--- src/rtl/quad_pwm_pkg.sv ---
package quad_pwm_pkg;
  localparam int unsigned QP_CH    = 4;
  localparam int unsigned QP_CNT_W = 15;
  localparam int unsigned QP_PS_W  = 3;

  typedef enum logic { CNT_UP = 1'b0, CNT_DOWN = 1'b1 } cnt_dir_e;
endpackage

--- src/rtl/qp_prescaler.sv ---
module qp_prescaler #(
  parameter int unsigned PS_W = 3
) (
  input  logic            clk,
  input  logic            rst_n,
  input  logic            run,
  input  logic [PS_W-1:0] sel,
  output logic            tick
);
  localparam int unsigned DIV_W = (1 << PS_W) - 1;
  localparam logic [DIV_W-1:0] ONES = {DIV_W{1'b1}};

  logic [DIV_W-1:0] div_q;
  logic [DIV_W-1:0] limit;

  // limit = 2^sel - 1, built by shifting an all-ones vector
  assign limit = ONES >> (PS_W'(DIV_W) - sel);
  assign tick  = run && (div_q == limit);

  always_ff @(posedge clk or negedge rst_n) begin
    if (!rst_n)             div_q <= '0;
    else if (!run || tick)  div_q <= '0;
    else                    div_q <= div_q + DIV_W'(1);
  end
endmodule

--- src/rtl/qp_counter.sv ---
module qp_counter
  import quad_pwm_pkg::*;
#(
  parameter int unsigned CNT_W = 15
) (
  input  logic             clk,
  input  logic             rst_n,
  input  logic             run,
  input  logic             tick,
  input  logic             center,
  input  logic [CNT_W-1:0] top,
  output logic [CNT_W-1:0] cnt,
  output logic             last
);
  cnt_dir_e         dir_q;
  logic [CNT_W-1:0] cnt_inc;

  assign cnt_inc = cnt + CNT_W'(1);

  always_comb begin
    if (center) last = (top == '0) || (dir_q == CNT_DOWN && cnt == CNT_W'(1));
    else        last = (cnt == top);
  end

  always_ff @(posedge clk or negedge rst_n) begin
    if (!rst_n) begin
      cnt   <= '0;
      dir_q <= CNT_UP;
    end else if (!run) begin
      cnt   <= '0;
      dir_q <= CNT_UP;
    end else if (tick) begin
      if (last) begin
        cnt   <= '0;
        dir_q <= CNT_UP;
      end else if (center && dir_q == CNT_DOWN) begin
        cnt <= cnt - CNT_W'(1);
      end else begin
        cnt <= cnt_inc;
        if (center && cnt_inc == top) dir_q <= CNT_DOWN;
      end
    end
  end
endmodule

--- src/rtl/qp_channel.sv ---
module qp_channel #(
  parameter int unsigned CNT_W = 15
) (
  input  logic             run,
  input  logic [CNT_W:0]   word,
  input  logic [CNT_W-1:0] cnt,
  input  logic [CNT_W-1:0] top,
  output logic             level
);
  logic [CNT_W-1:0] thresh;
  logic             invert;
  logic             active;

  assign thresh = word[CNT_W-1:0];
  assign invert = word[CNT_W];
  assign active = run && (thresh != '0) && ((thresh >= top) || (cnt < thresh));
  assign level  = active ^ invert;
endmodule

--- src/rtl/quad_pwm_core.sv ---
module quad_pwm_core
  import quad_pwm_pkg::*;
#(
  parameter int unsigned NUM_CH = QP_CH,
  parameter int unsigned CNT_W  = QP_CNT_W,
  parameter int unsigned PS_W   = QP_PS_W,
  localparam int unsigned WORD_W = CNT_W + 1
) (
  input  logic                     clk,
  input  logic                     rst_n,
  input  logic                     start,
  input  logic                     stop_req,
  input  logic [PS_W-1:0]          prescale_sel,
  input  logic                     center_mode,
  input  logic [CNT_W-1:0]         top_value,
  input  logic [NUM_CH*WORD_W-1:0] cmp_words,
  output logic [NUM_CH-1:0]        pwm_out,
  output logic                     period_end,
  output logic                     stopped
);
  logic                     running_q;
  logic                     pend_q;
  logic [NUM_CH*WORD_W-1:0] sh_cmp;
  logic [CNT_W-1:0]         sh_top;
  logic                     sh_center;
  logic [PS_W-1:0]          sh_sel;
  logic                     tick;
  logic                     last;
  logic [CNT_W-1:0]         cnt;
  logic                     boundary;
  logic                     stop_now;
  logic                     load;

  assign boundary = tick && last;
  assign stop_now = pend_q || stop_req;
  assign load     = (!running_q && start) || (boundary && !stop_now);

  always_ff @(posedge clk or negedge rst_n) begin
    if (!rst_n) begin
      running_q  <= 1'b0;
      pend_q     <= 1'b0;
      period_end <= 1'b0;
      stopped    <= 1'b0;
    end else begin
      period_end <= boundary;
      stopped    <= boundary && stop_now;
      if (!running_q) begin
        running_q <= start;
        pend_q    <= 1'b0;
      end else if (boundary && stop_now) begin
        running_q <= 1'b0;
        pend_q    <= 1'b0;
      end else begin
        pend_q    <= stop_now;
      end
    end
  end

  // shadow copies of the configuration, refreshed only at start or a boundary
  always_ff @(posedge clk or negedge rst_n) begin
    if (!rst_n) begin
      sh_cmp    <= '0;
      sh_top    <= '0;
      sh_center <= 1'b0;
      sh_sel    <= '0;
    end else if (load) begin
      sh_cmp    <= cmp_words;
      sh_top    <= top_value;
      sh_center <= center_mode;
      sh_sel    <= prescale_sel;
    end
  end

  qp_prescaler #(.PS_W(PS_W)) u_presc (
    .clk(clk), .rst_n(rst_n), .run(running_q), .sel(sh_sel), .tick(tick)
  );

  qp_counter #(.CNT_W(CNT_W)) u_cnt (
    .clk(clk), .rst_n(rst_n), .run(running_q), .tick(tick),
    .center(sh_center), .top(sh_top), .cnt(cnt), .last(last)
  );

  for (genvar g = 0; g < NUM_CH; g++) begin : g_ch
    qp_channel #(.CNT_W(CNT_W)) u_ch (
      .run(running_q), .word(sh_cmp[g*WORD_W +: WORD_W]),
      .cnt(cnt), .top(sh_top), .level(pwm_out[g])
    );
  end
endmodule

--- config.mk ---
export PLATFORM = sky130hd
export DESIGN_NAME = quad_pwm_core
export DESIGN_NICKNAME = d
export VERILOG_FILES = /design/src/rtl/quad_pwm_pkg.sv /design/src/rtl/qp_prescaler.sv /design/src/rtl/qp_counter.sv /design/src/rtl/qp_channel.sv /design/src/rtl/quad_pwm_core.sv
export SDC_FILE = /design/constraint.sdc
export NUM_CORES = 1
export LEC_CHECK = 0
export BUFFER_PORTS_ARGS = -buffer_cell sky130_fd_sc_hd__clkbuf_2
export CAP_MARGIN = 0
export CORE_MARGIN = 5
export CORE_UTILIZATION = 55
export DETAILED_ROUTE_END_ITERATION = 10
export PLACE_DENSITY = 0.78
export SYNTH_ARGS = -nofsm -noshare
export SYNTH_HDL_FRONTEND = slang
export SYNTH_HIERARCHICAL = 1
export SYNTH_SLANG_ARGS = --single-unit
export TNS_END_PERCENT = 5
--- constraint.sdc ---
create_clock -name clk -period 3 [get_ports clk]
set_input_delay 0.3 -clock clk [delete_from_list [all_inputs] [get_ports clk]]
set_output_delay 0.3 -clock clk [all_outputs]
set_load 0.03 [all_outputs]
==> out/summary.log <==
INFO  yosys          synth_fa_ha_area_share=16.74%
INFO  power          max-vdd-ir-drop=289.1uV
INFO  power          power.switching_fraction=38.72%
INFO  cells_and_area num_antenna_cells=0
INFO  sta            fin_skew=0.009827ns
INFO  power          power.share.clock=23.0%
INFO  yosys          synth_top_family_by_area=adder cells
INFO  sta            tightestPinTransition=0.6895ns
INFO  cells_and_area design_area=10120um2
INFO  clock_network  cts_max_path_buffers=2
INFO  worst_setup_path critical_path.max_stage_delay=0.50ns
INFO  place          dp.final_hpwl=17610um
INFO  worst_setup_path critical_path_arrival=3.14ns
INFO  yosys          synth-seq-cells=110
INFO  global_routing grtUsageTotal=26.27%
INFO  yosys          netlist_area=8967um2
INFO  global_routing wire_length_of_the_first_global_routing_pass=38380um
INFO  floorplan      ioPinCount=93
INFO  cells_and_area layout-area-overhead-vs-synth=12.84%
INFO  clock_network  clock_tree_from_tritoncts=built
INFO  place          place.port_buffers=92
INFO  cells_and_area finalCoreUtilization=63.47%
INFO  sta            tns=0ns
INFO  yosys          synth-simple-area-share=14.58%
INFO  clock_network  cts_buffers=9
INFO  routing        vias=7473
INFO  power          internal_power_consumption=3.209mW
INFO  floorplan      coreArea=15940um2
INFO  power          share_seq_of_total_power=38.4%
INFO  worst_setup_path worst_ep_required_time=3.26ns
INFO  yosys          synth_compound_area_share=12.14%
INFO  yosys          asyncSetResetFlopFracSynth=100.0%
INFO  sta            timing.final.crit_period=2.881ns
INFO  sta            final.hold.worst_slack=0.1571ns
INFO  min_path       worst_hold_path_type=in2reg
INFO  yosys          synth_enable_flop_cells=0
INFO  cells_and_area design.final.nets=1242
INFO  clock_network  worst_setup_hold_path_clk_slew=0.08ns
INFO  routing        drt_pass1_iterations=5
INFO  sta            min_period_over_period=96.04%
INFO  clock_network  h-tree-depth=3
INFO  clock_network  cts.root.buffer_cell=sky130_fd_sc_hd__clkbuf_16
INFO  global_routing first_global_vias=7425
INFO  worst_setup_path regToRegSetupSlack=0.12ns
INFO  yosys          avgSynthCellArea=9.768um2
INFO  global_routing grt_max_degree=84
INFO  power          design_power=5.237mW
INFO  floorplan      placementRows=46
INFO  worst_setup_path critical_path_cell_by_cell=buf_4, nor4_1, and4b_1, nand3_1, nand2_1, and2_4, a21oi_4, buf_12, mux2_4
INFO  worst_setup_path start_kind=flip-flop
INFO  routing        antenna_violating_nets_post_route=0
INFO  routing        postRouteWirelength=24090um
INFO  power          total_power_density_per_cell_area=517.6nW/um2
INFO  sta            report.final.slew_viol_count=0
INFO  routing        vias_per_cell=5.950
INFO  worst_setup_path timing.critical_path.max_delay_family=simple AND/OR/NAND/NOR gates
INFO  place          finalWeightedCongestion=1.007
INFO  routing        dr.first_iter.drc_count=683
INFO  job            max_cap_viol_count=0
INFO  worst_setup_path critical_path.n_buffers_inverters=2
INFO  floorplan      initial_utilization=56.25%
INFO  worst_setup_path worst_setup_path_end_kind=flip-flop
INFO  power          comb_power_share=38.6%
INFO  place          placement.cell_area=9777um2
INFO  floorplan      vertical_extent_of_the_die=137.7um
INFO  place          place.detailed.instances=1239
INFO  yosys          synth_cell_type_count=73
INFO  yosys          synth.yosys.seq_area_share=30.70%
INFO  yosys          syn_inst=918
INFO  clock_network  clock_latency=0.37ns
INFO  cells_and_area final_cell_count_no_fill=1256
INFO  status         run_status=finished, final reports clean
INFO  power          power.leakage=5.039nW
INFO  sta            max_clock_freq=347.1MHz
INFO  floorplan      die_x=137.7um
INFO  yosys          synth_xor_xnor_area_share=3.907%
INFO  worst_setup_path timing_worst_setup_path_type=reg2reg
INFO  routing        drc=0
INFO  yosys          ys_warn_count=6
INFO  floorplan      fp.dieArea=18960um2
INFO  routing        post_drt_wl_per_cell=19.18um
INFO  cells_and_area layout-drive-gt1-share=25.67%
INFO  clock_network  tritoncts_num_sinks=110
INFO  power          power_switching=2.028mW
INFO  sta            headroom_to_the_max_slew_limit=54.03%
INFO  global_routing antenna_found_initial=0
INFO  worst_setup_path critPathMaxFanout=83
INFO  sta            timing.final.ws_setup=0.1187ns
INFO  global_routing global_route.overflow_total=0
INFO  yosys          post_synth_mux_area_share=13.58%
INFO  sta            timing_hold_violations_final=0
INFO  yosys          synth_nets=1125
INFO  worst_setup_path timing.critical_path.slowest_stage_cell=sky130_fd_sc_hd__nor4_1
INFO  sta            grt_setup_unrepaired=yes
INFO  yosys          synthFlopType=sky130_fd_sc_hd__dfrtp_1
INFO  sta            setup_viol=0
INFO  clock_network  post-cts-setup-buffers=0
INFO  place          preCtsSetupSlack=0.1103ns
worst reg2reg max path: cells and delay by family, from the launching register on:
kind,cells,cell delay (ns)
compound gates,1,0.06
buf+inv,2,0.42
flops,1,0.48
mux,1,0.59
simple gates,5,1.23
registers in the layout, indices dropped and copies added, names as in the netlist:
name,cells
sh_cmp,64
pend_q,1
sh_center,1
stopped,1
sh_sel,3
sh_top,15
u_presc/div_q,7
u_cnt/dir_q,1
running_q,1
u_cnt/cnt,15
period_end,1
path summary, 6_finish.rpt:
check                      depth (start not counted)          start         end
setup / recovery                                   9   u_cnt/cnt[4]   sh_cmp[2]
hold / removal                                     2  cmp_words[35]  sh_cmp[35]
setup reg to reg                                   9   u_cnt/cnt[4]   sh_cmp[2]
hold reg to reg                                    1     sh_cmp[15]  sh_cmp[15]
max in group asynchronous                          3          rst_n  sh_cmp[19]
min in group asynchronous                          2          rst_n   sh_cmp[3]
synth_stat cells, types with 2 or more instances:
cell	instances	area share [%]
sky130_fd_sc_hd__buf_2	5	0.28
sky130_fd_sc_hd__a22oi_1	3	0.25
sky130_fd_sc_hd__mux2i_1	2	0.22
sky130_fd_sc_hd__o2111ai_1	2	0.20
sky130_fd_sc_hd__buf_4	6	0.50
sky130_fd_sc_hd__a21oi_1	75	4.2
sky130_fd_sc_hd__buf_12	8	1.8
sky130_fd_sc_hd__nor4b_1	2	0.20
sky130_fd_sc_hd__nand2_1	63	2.6
sky130_fd_sc_hd__xor2_1	14	1.4
sky130_fd_sc_hd__xnor2_1	21	2.1
sky130_fd_sc_hd__clkbuf_1	8	0.33
sky130_fd_sc_hd__and2_1	2	0.14
sky130_fd_sc_hd__nand2b_1	9	0.63
sky130_fd_sc_hd__nor2b_1	5	0.35
sky130_fd_sc_hd__inv_1	126	5.3
sky130_fd_sc_hd__a21o_1	4	0.33
sky130_fd_sc_hd__mux2_4	70	12
sky130_fd_sc_hd__a31oi_1	11	0.77
sky130_fd_sc_hd__o21ai_0	23	1.3
sky130_fd_sc_hd__nor2_1	38	1.6
sky130_fd_sc_hd__and3_1	5	0.35
sky130_fd_sc_hd__dfrtp_1	110	31
sky130_fd_sc_hd__a2bb2oi_1	2	0.20
sky130_fd_sc_hd__nand3_1	26	1.5
sky130_fd_sc_hd__nand4_1	40	2.8
sky130_fd_sc_hd__nor4_1	19	1.3
sky130_fd_sc_hd__ha_1	120	17
sky130_fd_sc_hd__o41ai_1	4	0.39
sky130_fd_sc_hd__a211oi_1	11	0.92
sky130_fd_sc_hd__mux2_2	13	1.6
sky130_fd_sc_hd__a2111oi_2	4	0.67
sky130_fd_sc_hd__o21ai_1	6	0.33
sky130_fd_sc_hd__o21a_1	2	0.17
sky130_fd_sc_hd__nor3b_1	3	0.25
sky130_fd_sc_hd__o32ai_1	2	0.20
sky130_fd_sc_hd__or4_1	3	0.25
sky130_fd_sc_hd__o211ai_1	2	0.17
sky130_fd_sc_hd__nor3_1	15	0.84
logic make-up after synthesis:
| family | Yosys count |
|---|---|
| adder cells (fa/ha/maj) | 120 |
| multiplexers | 85 |
| AND/OR/NAND/NOR | 245 |
| XOR/XNOR | 37 |
| AO/OA/AOI/OAI | 166 |
| buffers and inverters | 155 |
| flip-flops | 110 |
power groups by stage:
stage	Sequential (mW)	Combinational (mW)	Clock (mW)
2_1_floorplan	1.94	1.38	0
3_3_place_gp	2.01	1.89	0
3_5_place_dp	2.02	1.96	0
4_1_cts	2.00	1.98	1.23
5_1_grt	2.04	2.24	1.29
6_report	2.01	2.02	1.20
routing by layer:
metal,GRT usage [%],share of wire [%],vias to the layer above
met1,33.12,41,3534
met5,0,0,-
met4,12.73,4.7,0
met2,43.00,47,325
li1,-,-,3519
met3,5.405,7.2,95
placed cells by master (no fill, tap or decap), drive strengths merged, types with 3 or more instances in the layout:
cell type  instances
nand2b             9
xor2              15
dfrtp            110
buf               43
nor2              39
xnor2             22
clkbuf           100
nor2b              6
mux2              83
nand2             63
nand4             41
o21ai             29
a211oi            11
a22oi              3
nand3             27
ha               120
a21oi             76
a2111oi            4
a21o               4
nor4              20
nor4b              3
o41ai              4
inv              132
and3               5
nor3              15
or4                3
nor3b              4
and2               3
a31oi             12
final cells by class:
type / count / area [um2]
timing repair buffer: 135 / 830.8
clock buffer: 9 / 225.2
fill: 1285 / 5824
sequential: 110 / 2763
multi-input combinational: 653 / 5494
clock inverter: 7 / 62.56
inverter: 126 / 473.0
tap: 216 / 270.3
what timing repair did:
item / CTS / global route
endpoints found under the setup margin: 0 / 41
resized for setup: 0 / 18
endpoints found under the hold margin: 12 / 0
hold buffers: 1 / 0
Power figures use the tool's default switching activity.
